**config.mk**
```make
export PLATFORM = sky130hd
export DESIGN_NAME = pport_hshake
export DESIGN_NICKNAME = d
export VERILOG_FILES = /design/src/rtl/pport_pkg.sv /design/src/rtl/pport_sync.sv /design/src/rtl/pport_flag.sv /design/src/rtl/pport_strobe.sv /design/src/rtl/pport_hshake.sv
export SDC_FILE = /design/constraint.sdc
export NUM_CORES = 1
export LEC_CHECK = 0
export BUFFER_PORTS_ARGS = -buffer_cell sky130_fd_sc_hd__buf_2
export CORE_MARGIN = 2
export CORE_UTILIZATION = 53
export CTS_CLUSTER_SIZE = 16
export DETAILED_ROUTE_END_ITERATION = 8
export GPL_TIMING_DRIVEN = 1
export PLACE_DENSITY = 0.8
export SYNTH_ARGS = -nofsm -noshare
export SYNTH_HDL_FRONTEND = slang
export SYNTH_SLANG_ARGS = --single-unit
```
**constraint.sdc**
```tcl
create_clock -name clk -period 2 [get_ports clk]
set_input_delay 0.3 -clock clk [delete_from_list [all_inputs] [get_ports clk]]
set_output_delay 0.3 -clock clk [all_outputs]
set_load 0.03 [all_outputs]
```
**src/rtl/pport_pkg.sv**
```systemverilog
package pport_pkg;
  localparam logic [1:0] A_CTRL  = 2'd0;
  localparam logic [1:0] A_LATCH = 2'd1;
  localparam logic [1:0] A_OUT   = 2'd2;
  localparam logic [1:0] A_LIVE  = 2'd3;

  // Writable mode bits, bit 6 down to bit 0 of the mode/status register.
  typedef struct packed {
    logic irq_en;
    logic wire_or;
    logic hs;
    logic out_dir;
    logic pulse;
    logic rise;
    logic act_high;
  } ctrl_t;

  localparam ctrl_t CTRL_RESET = '{irq_en: 1'b0, wire_or: 1'b0, hs: 1'b0,
                                   out_dir: 1'b0, pulse: 1'b0, rise: 1'b0,
                                   act_high: 1'b1};
endpackage

```
**src/rtl/pport_sync.sv**
```systemverilog
module pport_sync #(
  parameter int DW     = 8,
  parameter int STAGES = 2
) (
  input  logic          clk,
  input  logic          rise_sel,
  input  logic          stb_pin,
  input  logic [DW-1:0] port_pin,
  output logic          edge_hit,
  output logic [DW-1:0] data_sync
);
  logic [STAGES-1:0] stb_chain;
  logic [DW-1:0]     dat_chain [STAGES];
  logic              stb_prev;
  logic              stb_now;

  // Synchronizer flops are not reset; they fill during the reset window.
  always_ff @(posedge clk) begin
    stb_chain[0] <= stb_pin;
    dat_chain[0] <= port_pin;
    for (int i = 1; i < STAGES; i++) begin
      stb_chain[i] <= stb_chain[i-1];
      dat_chain[i] <= dat_chain[i-1];
    end
    stb_prev <= stb_chain[STAGES-1];
  end

  assign stb_now   = stb_chain[STAGES-1];
  assign data_sync = dat_chain[STAGES-1];
  assign edge_hit  = rise_sel ? (stb_now & ~stb_prev) : (~stb_now & stb_prev);
endmodule

```
**src/rtl/pport_flag.sv**
```systemverilog
module pport_flag (
  input  logic clk,
  input  logic rst,
  input  logic set_evt,
  input  logic rd_ctrl,
  input  logic rd_latch,
  output logic flag,
  output logic clear_done
);
  logic armed;

  assign clear_done = rd_latch & armed & flag & ~set_evt;

  always_ff @(posedge clk) begin
    if (rst) begin
      flag  <= 1'b0;
      armed <= 1'b0;
    end else if (set_evt) begin
      flag  <= 1'b1;
      armed <= 1'b0;
    end else if (clear_done) begin
      flag  <= 1'b0;
      armed <= 1'b0;
    end else if (rd_ctrl && flag) begin
      armed <= 1'b1;
    end
  end

  assert_set_on_edge_R2: assert property (@(posedge clk) disable iff (rst)
    set_evt |=> flag);
  assert_clear_needs_sequence_R4: assert property (@(posedge clk) disable iff (rst)
    $fell(flag) |-> ($past(rd_latch) && $past(armed)));
endmodule

```
**src/rtl/pport_strobe.sv**
```systemverilog
module pport_strobe #(
  parameter int PULSE_CYCLES = 2
) (
  input  logic clk,
  input  logic rst,
  input  logic hs,
  input  logic out_dir,
  input  logic pulse,
  input  logic act_high,
  input  logic ctrl_wr,
  input  logic new_hs,
  input  logic new_out_dir,
  input  logic new_pulse,
  input  logic out_wr,
  input  logic edge_hit,
  input  logic clear_done,
  output logic stb_pin
);
  localparam int CW = $clog2(PULSE_CYCLES + 1);

  logic [CW-1:0] cnt;
  logic          level;
  logic          interlock;
  logic          trig;
  logic          active;

  assign interlock = hs & ~pulse;
  assign trig = (~hs & out_wr)
              | (hs & pulse & out_dir & out_wr)
              | (hs & pulse & ~out_dir & clear_done);

  always_ff @(posedge clk) begin
    if (rst)                cnt <= '0;
    else if (trig)          cnt <= CW'(PULSE_CYCLES);
    else if (cnt != '0)     cnt <= cnt - 1'b1;
  end

  always_ff @(posedge clk) begin
    if (rst) begin
      level <= 1'b0;
    end else if (ctrl_wr) begin
      level <= new_hs & ~new_out_dir & ~new_pulse;
    end else if (interlock && !out_dir) begin
      if (edge_hit)        level <= 1'b0;
      else if (clear_done) level <= 1'b1;
    end else if (interlock && out_dir) begin
      if (out_wr)          level <= 1'b1;
      else if (edge_hit)   level <= 1'b0;
    end
  end

  assign active  = level | (cnt != '0);
  assign stb_pin = act_high ? active : ~active;

  assert_simple_pulse_len_R6: assert property (@(posedge clk) disable iff (rst)
    (!hs && !ctrl_wr && $rose(active)) |=> active);
  assert_in_lock_release_R8: assert property (@(posedge clk) disable iff (rst)
    (interlock && !out_dir && clear_done && !edge_hit && !ctrl_wr) |=> level);
  assert_out_lock_drop_R9: assert property (@(posedge clk) disable iff (rst)
    (interlock && out_dir && edge_hit && !out_wr && !ctrl_wr) |=> !level);
endmodule

```
**src/rtl/pport_hshake.sv**
```systemverilog
module pport_hshake import pport_pkg::*; #(
  parameter int DW           = 8,
  parameter int SYNC_STAGES  = 2,
  parameter int PULSE_CYCLES = 2
) (
  input  logic          clk,
  input  logic          rst,
  input  logic [1:0]    bus_addr,
  input  logic          bus_rd,
  input  logic          bus_wr,
  input  logic [DW-1:0] bus_wdata,
  output logic [DW-1:0] bus_rdata,
  input  logic [DW-1:0] port_in,
  input  logic          stb_in,
  output logic          stb_out,
  output logic [DW-1:0] out_byte,
  output logic          irq,
  output logic          open_drain
);
  ctrl_t         ctrl_q;
  logic [DW-1:0] latch_q;
  logic [DW-1:0] out_q;
  logic [DW-1:0] data_sync;
  logic          edge_hit;
  logic          flag;
  logic          clear_done;
  logic          rd_ctrl, rd_latch, wr_ctrl, wr_out;

  assign rd_ctrl  = bus_rd && (bus_addr == A_CTRL);
  assign rd_latch = bus_rd && (bus_addr == A_LATCH);
  assign wr_ctrl  = bus_wr && (bus_addr == A_CTRL);
  assign wr_out   = bus_wr && (bus_addr == A_OUT);

  pport_sync #(.DW(DW), .STAGES(SYNC_STAGES)) u_sync (
    .clk       (clk),
    .rise_sel  (ctrl_q.rise),
    .stb_pin   (stb_in),
    .port_pin  (port_in),
    .edge_hit  (edge_hit),
    .data_sync (data_sync)
  );

  pport_flag u_flag (
    .clk        (clk),
    .rst        (rst),
    .set_evt    (edge_hit),
    .rd_ctrl    (rd_ctrl),
    .rd_latch   (rd_latch),
    .flag       (flag),
    .clear_done (clear_done)
  );

  pport_strobe #(.PULSE_CYCLES(PULSE_CYCLES)) u_stb (
    .clk         (clk),
    .rst         (rst),
    .hs          (ctrl_q.hs),
    .out_dir     (ctrl_q.out_dir),
    .pulse       (ctrl_q.pulse),
    .act_high    (ctrl_q.act_high),
    .ctrl_wr     (wr_ctrl),
    .new_hs      (bus_wdata[4]),
    .new_out_dir (bus_wdata[3]),
    .new_pulse   (bus_wdata[2]),
    .out_wr      (wr_out),
    .edge_hit    (edge_hit),
    .clear_done  (clear_done),
    .stb_pin     (stb_out)
  );

  always_ff @(posedge clk) begin
    if (rst) begin
      ctrl_q <= CTRL_RESET;
      out_q  <= '0;
    end else begin
      if (wr_ctrl) ctrl_q <= ctrl_t'(bus_wdata[6:0]);
      if (wr_out)  out_q  <= bus_wdata;
    end
  end

  always_ff @(posedge clk) begin
    if (rst)           latch_q <= '0;
    else if (edge_hit) latch_q <= data_sync;
  end

  always_ff @(posedge clk) begin
    if (rst) begin
      bus_rdata <= '0;
    end else if (bus_rd) begin
      unique case (bus_addr)
        A_CTRL:  bus_rdata <= DW'({flag, ctrl_q});
        A_LATCH: bus_rdata <= latch_q;
        A_OUT:   bus_rdata <= out_q;
        default: bus_rdata <= data_sync;
      endcase
    end
  end

  assign out_byte   = out_q;
  assign irq        = ctrl_q.irq_en & flag;
  assign open_drain = ctrl_q.wire_or;

  assert_capture_on_edge_R3: assert property (@(posedge clk) disable iff (rst)
    edge_hit |=> (latch_q == $past(data_sync)));
  assert_edge_beats_clear_R11: assert property (@(posedge clk) disable iff (rst)
    (edge_hit && rd_latch) |=> flag);
  assert_flag_not_writable_R12: assert property (@(posedge clk) disable iff (rst)
    (wr_ctrl && bus_wdata[7] && !flag && !edge_hit) |=> !flag);
  assert_irq_needs_enable_R5: assert property (@(posedge clk) disable iff (rst)
    (wr_ctrl && !bus_wdata[6]) |=> !irq);
endmodule

```
# Word level (Yosys, flattened, before mapping)
# Memory sizes are Yosys's and may differ from the RTL's.
# Index checks and enable logic that the tools add are counted.
[totals]
regBits = 39
ramBits = 16
inputBits = 23
out_inout_bits = 19
n_memories = 1
[memory_table]
columns = ["name", "depth", "word_bits", "rd", "rd_ports_with_merged_regs", "write_ports", "line_no", "source"]
rows = [
  ["u_sync.dat_chain", 2, 8, 2, 0, 2, "pport_sync.sv:13", "logic [DW-1:0] dat_chain [STAGES];"],
]
[classes]
add_sub_neg = 1
eq_ne = 3
n_mux = 14
bitwise_logic = 27
n_reduce_logical = 17
[op_table]
columns = ["op", "n"]
rows = [
  ["$pmux 8 s3", 1],
  ["$and 1x1->1", 15],
  ["$mux 1", 11],
  ["$not 1->1", 9],
  ["$logic_and 1x1->1", 7],
  ["$reduce_bool 2->1", 3],
  ["$mux 2", 2],
  ["$ne 4x2->1 const B", 1],
  ["$reduce_bool 4->1", 1],
  ["$or 1x1->1", 3],
  ["$reduce_and 3->1", 1],
  ["$reduce_bool 3->1", 1],
  ["$reduce_or 3->1", 1],
  ["$eq 2x1->1 const B", 1],
  ["$eq 2x2->1 const B", 1],
  ["$logic_not 2->1", 1],
  ["$reduce_or 2->1", 1],
  ["$sub 2x1->2 const B", 1],
  ["$logic_not 1->1", 1],
]

# Logic depth before layout (Yosys ltp)
# Gate-level depths: netlist (run 1).
[depth]
depth_word = 9
ltp_mapped = 6
depth_no_buf = 4

# Modules after synthesis
# Synthesis (run 1) repeated with hierarchy kept, for this count alone.
[hier_totals]
hier_cells = 173
area_unflattened_um2 = 2094.5
[modules_own_cells]
columns = ["module", "n_inst", "cells_each", "area_each_um2"]
rows = [
  ["pport_hshake", 1, 116, 1337.5],
  ["pport_sync", 1, 30, 462.9],
  ["pport_strobe", 1, 19, 201.4],
  ["pport_flag", 1, 8, 92.6],
]

# Worst setup path after synthesis (run 1)
# No wires, ideal clock.
[synth_timing]
path_kind = "input -> register"
start = "input port bus_rd"
end = "register u_stb.cnt[0]"
setup_ns = 0.114
arrival_time_ns = 1.284
required_ns = 1.886
setup_slack_ns = 0.602
stages = 5
path_buffers = 1
cell_sequence = "buf_6 and3b_4 nand3_2 or4_4 a21o_1"
[synth_between]
elab_chain_len = 7
[synth_rtl]
columns = ["item", "line_no", "source"]
rows = [
  ["start: declaration", "pport_hshake.sv:9", "input logic bus_rd,"],
  ["$logic_and 1x1->1", "pport_hshake.sv:30", "assign rd_latch = bus_rd && (bus_addr == A_LATCH);"],
  ["$and 1x1->1 (3 in a row)", "pport_flag.sv:12", "assign clear_done = rd_latch & armed & flag & ~set_evt;"],
  ["$and 1x1->1", "pport_strobe.sv:30", "| (hs & pulse & ~out_dir & clear_done);"],
  ["$or 1x1->1", "pport_strobe.sv:30", ""],
  ["$reduce_or 2->1 (no source line)", "--", ""],
  ["end signal: assignment", "pport_strobe.sv:34", "else if (trig) cnt <= CW'(PULSE_CYCLES);"],
  ["end signal: assignment", "pport_strobe.sv:35", "else if (cnt != '0) cnt <= cnt - 1'b1;"],
  ["end: declaration", "pport_strobe.sv:21", "logic [CW-1:0] cnt;"],
]
# No other way between the ends.
# A chain may end at the register's enable or synchronous reset.

# Worst setup path in the final report (run 1)
[layout_timing]
start = "register u_sync.stb_chain[1]"
end = "register latch_q[2]"
[layout_between]
elab_chain_len = 3
word_cells_on_any_way = 4
[layout_rtl]
columns = ["item", "line_no", "source"]
rows = [
  ["start: declaration", "pport_sync.sv:12", "logic [STAGES-1:0] stb_chain;"],
  ["start signal: indexed assignment", "pport_sync.sv:22", "stb_chain[i] <= stb_chain[i-1];"],
  ["$not 1->1", "pport_sync.sv:30", "assign edge_hit = rise_sel ? (stb_now & ~stb_prev) : (~stb_now & stb_prev);"],
  ["$and 1x1->1", "pport_sync.sv:30", ""],
  ["$mux 1 *", "pport_sync.sv:30", ""],
  ["end signal: assignment", "pport_hshake.sv:82", "else if (edge_hit) latch_q <= data_sync;"],
  ["end: declaration", "pport_hshake.sv:21", "logic [DW-1:0] latch_q;"],
]
# Mark *: on every way between the ends. The rest lies on a longest branch, timed or not.

==> results of run 1 <==
cells in the mapped netlist (2+ instances only):
cell and instances:
a21oi_1 4, buf_6 3, a211o_1 2, mux2i_1 29
nor2b_1 2, clkbuf_1 3, dfxtp_1 55, buf_2 4
mux4_2 8, nand3b_1 2, nor2_1 39, nor3_1 3
inv_1 3
layout make-up:
| type | count | share of cell area (%) |
|---|---|---|
| inverter | 3 | 0.473 |
| tap | 48 | 2.52 |
| clock inverter | 3 | 1.21 |
| timing repair buffer | 48 | 10.8 |
| sequential | 55 | 46.3 |
| clock buffer | 5 | 2.89 |
| multi-input combinational | 107 | 35.8 |
power breakdown:
| group | internal [mW] | leakage (nW) | switching [mW] |
|---|---|---|---|
| clock | 0.260 | 0.0502 | 0.376 |
| combinational | 0.0982 | 0.577 | 0.118 |
| sequential | 1.14 | 0.454 | 0.0266 |
| total | 1.50 | 1.08 | 0.521 |
metal layers:
layer	track usage, %	up-vias	share of wire, %
met5	0	-	0
met4	5.99	0	1.5
met3	5.96	7	5.2
met2	30.9	34	47
met1	25.3	674	46
li1	-	701	-
flip-flops by register name (all words and copies together), names as in the netlist:
| register | flops |
|---|---|
| u_stb.cnt | 2 |
| bus_rdata | 8 |
| u_flag.armed | 1 |
| open_drain | 1 |
| ctrl_q | 6 |
| latch_q | 8 |
| out_byte | 8 |
| u_sync.stb_chain | 2 |
| u_stb.level | 1 |
| u_sync.dat_chain | 16 |
| u_flag.flag | 1 |
| u_sync.stb_prev | 1 |
cell families after synthesis:
logic type / Yosys count / synth area share (%)
compound gates: 13 / 4.70
xor+xnor: 1 / 0.433
buf+inv: 13 / 3.77
flops: 55 / 54.4
mux: 37 / 23.3
simple gates: 56 / 13.4
placed cells by master, fill, tap and decap left out, drive strengths merged, types with 3 or more instances in the layout:
cell,instances
dfxtp,55
buf,48
nor2,39
mux2i,29
mux4,8
clkbuf,5
a21oi,4
inv,4
nor3,3
worst register-to-register path: cells and delay by family (launching register included):
family	cells	cell delay, ns
simple gates	2	0.18
buf+inv	1	0.27
compound gates	1	0.58
flops	1	0.33
mux	1	0.19
per-stage QoR:
| step | instances | setup WS (ns) | utilization (%) | hold slack, ns |
|---|---|---|---|---|
| after floorplan | 175 | 0.602 | - | 0.310 |
| after global routing | 269 | 0.158 | 65.0 | 0.0518 |
| after CTS | 269 | 0.306 | 65.0 | 0.0668 |
| after detailed placement | 261 | 0.338 | 62.3 | 0.312 |
| final | 269 | 0.309 | 65.0 | 0.0768 |
| after global placement | 261 | 0.337 | 62.3 | 0.310 |
worst max-delay path by stage:
stage | start | end | slack [ns]
after global routing | u_sync.stb_chain[1]$_DFF_P_ | latch_q[5]$_SDFFE_PP0P_ | 0.16
after detailed placement | u_sync.stb_chain[1]$_DFF_P_ | latch_q[2]$_SDFFE_PP0P_ | 0.34
after global placement | u_sync.stb_chain[1]$_DFF_P_ | latch_q[4]$_SDFFE_PP0P_ | 0.34
final | u_sync.stb_chain[1]$_DFF_P_ | latch_q[2]$_SDFFE_PP0P_ | 0.31
after CTS | u_sync.stb_chain[1]$_DFF_P_ | latch_q[3]$_SDFFE_PP0P_ | 0.31
after floorplan | bus_rd | u_stb.cnt[0]$_SDFFE_PP0P_ | 0.60
==> metrics, run 1 <==
syn nets 198; Max Cap Violations 0; Buf/Inv on CP 1; Setup-failing EPs final 0; RSZ-0062 raised after global routing no; crit path capture type flip-flop; Final Cell Area 2380 um^2; # Post-CTS Setup Buffers 0; CTS root buf clkbuf_8; Routed Antenna Nets 0; crit-path max FO 8; Setup Crit Path Kind reg -> reg; I/O pins 42; Yosys warnings 0; Worst Hold Depth 1; core box area 3660 um^2; Inserted Diodes 0; synthesized area 2020 um^2; worst path cell trace nand2b_1 > o21ai_1 > buf_4 > mux2i_1 > nor2_1; Reg area 1100 um^2; fillcell total 291; Slew HR 50.7%; worst skew pair latency 0.31 ns; # DRC 0; Wirelength per Cell 13.8 um; final hold violations 0; power density over the cells 851 nW/um^2; async set-or-reset flop fraction in the synthesized netlist 0%; Slew @ Worst Pin 0.734 ns; required time worst endpoint 2.18 ns; DP Area 2280 um^2; syn avg cell area 11.6 um^2; via/cell ratio 5.26; P&R area growth vs syn 17.6%; Leak 1.08 nW; R2R setup slack 0.31 ns; Netlist cell types 31; Die ar. 4330 um^2; Max Clock Freq 591 MHz; Critical Path Stages 5; Num CTS Buffers 5; Crit Reg-Reg Endpoint latch_q[2]$_SDFFE_PP0P_; EDFF count, synth 0; ys flop type dfxtp_1; HP Start port_in[7]; TritonCTS clock tree done; first-pass GRT wire length 6230 um; H-tree levels 2; Tot Pwr 2.02 mW; HP Class in -> reg; number of global-route vias before repair 1333; GR Util All Layers 19.4%; crit path time final 1.69 ns; VDD IR max 0.000679 V; Critical-path top delay cell o21ai_1; CTS-repair resized insts 0; Syn Inst Count 175; antenna violations before repair 0; clock slew seen by the registers of the worst setup and hold paths 0.10 ns; Crit path max-delay family compound AO/OA/AOI/OAI gates; CTS Buffer Depth 2; routability cong. 0.838; Die Span Y 65.8 um; status finished clean; WL final 3700 um; initial core utilization 55.3%; Max Slew Vio Count 0; skew final 0.00812 ns; Die X 65.8 um; hold worst-path end u_sync.dat_chain[0][7]$_DFF_P_; crit share post-route 84.6%; HPWL after DPL 2640 um; nets 243; crit start category flip-flop; Area contributors post-synth dfxtp_1 54%, mux2i_1 14%, mux4_2 8.9%; I/O Buffers 41; crit-path max cell delay 0.58 ns; count of state elements after synthesis 55; R2R depth 5; setup_tns 0 ns; GRT overflow 0; CP arrival 1.87 ns; ratio of cells with drive above 1 in the final layout 32.1%; Reg-to-Reg Start u_sync.stb_chain[1]$_DFF_P_; number of iterations in the first detailed-routing pass 4; Vias 1416; number of DRC markers in iteration 0 119; Row Count 22; post-synthesis sequential area ratio 54.4%; Synth top area share 54.4%; clk sinks 55; cell taking the most area after synthesis dfxtp_1; Multi-input gate area 851 um^2; cts hold-fix bufs 0; largest net degree at the start of global routing 37
Power figures use the tool's default switching activity.
==> inputs of run 2 (changes only) <==
Clock period 2 ns to 1.7 ns, I/O delays scaled along.
==> metrics, run 2 (same netlist as run 1, synthesis figures left out) <==
number of global-route vias before repair 1367 (was 1333); Max Cap Violations 0 (unchanged); CTS-repair resized insts 0 (unchanged); GRT overflow 0 (unchanged); via/cell ratio 5.26 (about the same); Vias 1425 (was 1416); Leak 1.09 nW (was 1.08 nW); WL final 3810 um (was 3700 um); CP arrival 1.21 ns (was 1.87 ns); # Post-CTS Setup Buffers 0 (unchanged); I/O pins 42 (unchanged); P&R area growth vs syn 18.6% (was 17.6%); power density over the cells 999 nW/um^2 (was 851 nW/um^2); hold slack 0.0402 ns (was 0.0768 ns); crit path time final 1.47 ns; largest net degree at the start of global routing 22 (was 37); skew final 0.00815 ns (was 0.00812 ns); most frequent cells in the layout 55 x dfxtp_1, 41 x buf_2, 39 x nor2_1 (unchanged); setup_tns 0 ns (unchanged); Die Span Y 65.8 um (unchanged); Setup Crit Path Kind reg -> out (was reg -> reg); status finished clean (unchanged); initial core utilization 55.3% (unchanged); Reg with most FFs u_sync.dat_chain (unchanged); I/O Buffers 41 (unchanged); Die X 65.8 um (unchanged); core box area 3660 um^2 (unchanged); Critical-path top delay cell dfxtp_1 (was o21ai_1); GR Util All Layers 20.2% (was 19.4%); Largest register FFs 16 (unchanged); most common cell after layout, fill and taps aside dfxtp_1 (unchanged); Buf/Inv on CP 1 (unchanged); CTS root buf clkbuf_8 (unchanged); Slew HR 74.0% (was 50.7%); Num CTS Buffers 5 (unchanged); first-pass GRT wire length 6440 um (was 6230 um); CTS Buffer Depth 2 (unchanged); clock slew seen by the registers of the worst setup and hold paths 0.09 ns (was 0.10 ns); Row Count 22 (unchanged); HPWL after DPL 2700 um (was 2640 um); Slew @ Worst Pin 0.390 ns (was 0.734 ns); Max Clock Freq 681 MHz; Setup-failing EPs final 0 (unchanged); Max Slew Vio Count 0 (unchanged); number of DRC markers in iteration 0 78 (was 119); cts hold-fix bufs 0 (unchanged); worst path cell trace nor3_1 > xor2_1 > buf_2 (was nand2b_1 > o21ai_1 > buf_4 > mux2i_1 > nor2_1); worst skew pair latency 0.31 ns (about the same); crit-path max FO 4 (was 8); number of iterations in the first detailed-routing pass 4 (unchanged); crit-path max cell delay 0.35 ns (was 0.58 ns); Die ar. 4330 um^2 (unchanged); crit share post-route 86.4%; H-tree levels 2 (unchanged); Inserted Diodes 0 (unchanged); antenna violations before repair 0 (unchanged); Crit path max-delay family flip-flops (was compound AO/OA/AOI/OAI gates); nets 245 (was 243); ratio of cells with drive above 1 in the final layout 32.7% (was 32.1%); Wirelength per Cell 14.1 um (was 13.8 um); crit start category flip-flop (unchanged); final hold violations 0 (unchanged); routability cong. 0.901 (was 0.838); # DRC 0 (unchanged); required time worst endpoint 1.44 ns (was 2.18 ns); HP Class in -> reg (unchanged); TritonCTS clock tree done (unchanged); Routed Antenna Nets 0 (unchanged); RSZ-0062 raised after global routing no (unchanged); clk sinks 55 (unchanged); VDD IR max 0.000855 V (was 0.000679 V); crit path capture type primary output (was flip-flop)
[run 2: final cells by class]
type,instances,area (um^2)
clock buffers,7,96.3
clock inverters,1,7.51
fillers,300,1260
inverters,3,11.3
multi-input cells,107,851
flip-flops and latches,55,1100
well taps,48,60.1
repair buffers,50,273
[run 2: where the power goes]
part | total (mW) | switching (mW) | internal [mW]
Combinational | 0.260 | 0.142 | 0.118
Clock | 0.761 | 0.390 | 0.370
Sequential | 1.38 | 0.0314 | 1.35
Total | 2.40 | 0.563 | 1.84
[run 2: layer usage]
layer | routed length, um | vias to the layer above | part of all wire [%] | GRT usage [%]
met2 | 1710 | 42 | 45 | 29.9
met1 | 1790 | 677 | 47 | 27.0
li1 | - | 701 | - | -
met3 | 253 | 5 | 6.6 | 7.33
met5 | 0 | - | 0 | 0
met4 | 53 | 0 | 1.4 | 7.29
[run 2: path summary, 6_finish.rpt]
check                                 startpoint                              end  slack (ns)  cells past startpoint
setup / recovery       u_stb.cnt[1]$_SDFFE_PP0P_                          stb_out        0.23                      3
hold / removal                        port_in[3]   u_sync.dat_chain[0][3]$_DFF_P_        0.04                      1
setup reg to reg     u_sync.stb_chain[1]$_DFF_P_         u_stb.level$_SDFFE_PP0P_        0.25                      5
hold reg to reg   u_sync.dat_chain[0][4]$_DFF_P_  u_sync.dat_chain[0][12]$_DFF_P_        0.33                      0
[run 2: through the flow]
| stage | area (um^2) | utilization [%] | cells | worst slack [ns] | power (mW) |
|---|---|---|---|---|---|
| floorplan | 2020 | - | 175 | 0.342 | 1.58 |
| global placement | 2300 | 62.7 | 263 | 0.214 | 1.66 |
| detailed placement | 2300 | 62.7 | 263 | 0.198 | 1.67 |
| CTS | 2400 | 65.6 | 271 | 0.218 | 2.43 |
| global route | 2400 | 65.6 | 271 | 0.123 | 2.52 |
| finish | 2400 | 65.6 | 271 | 0.231 | 2.40 |
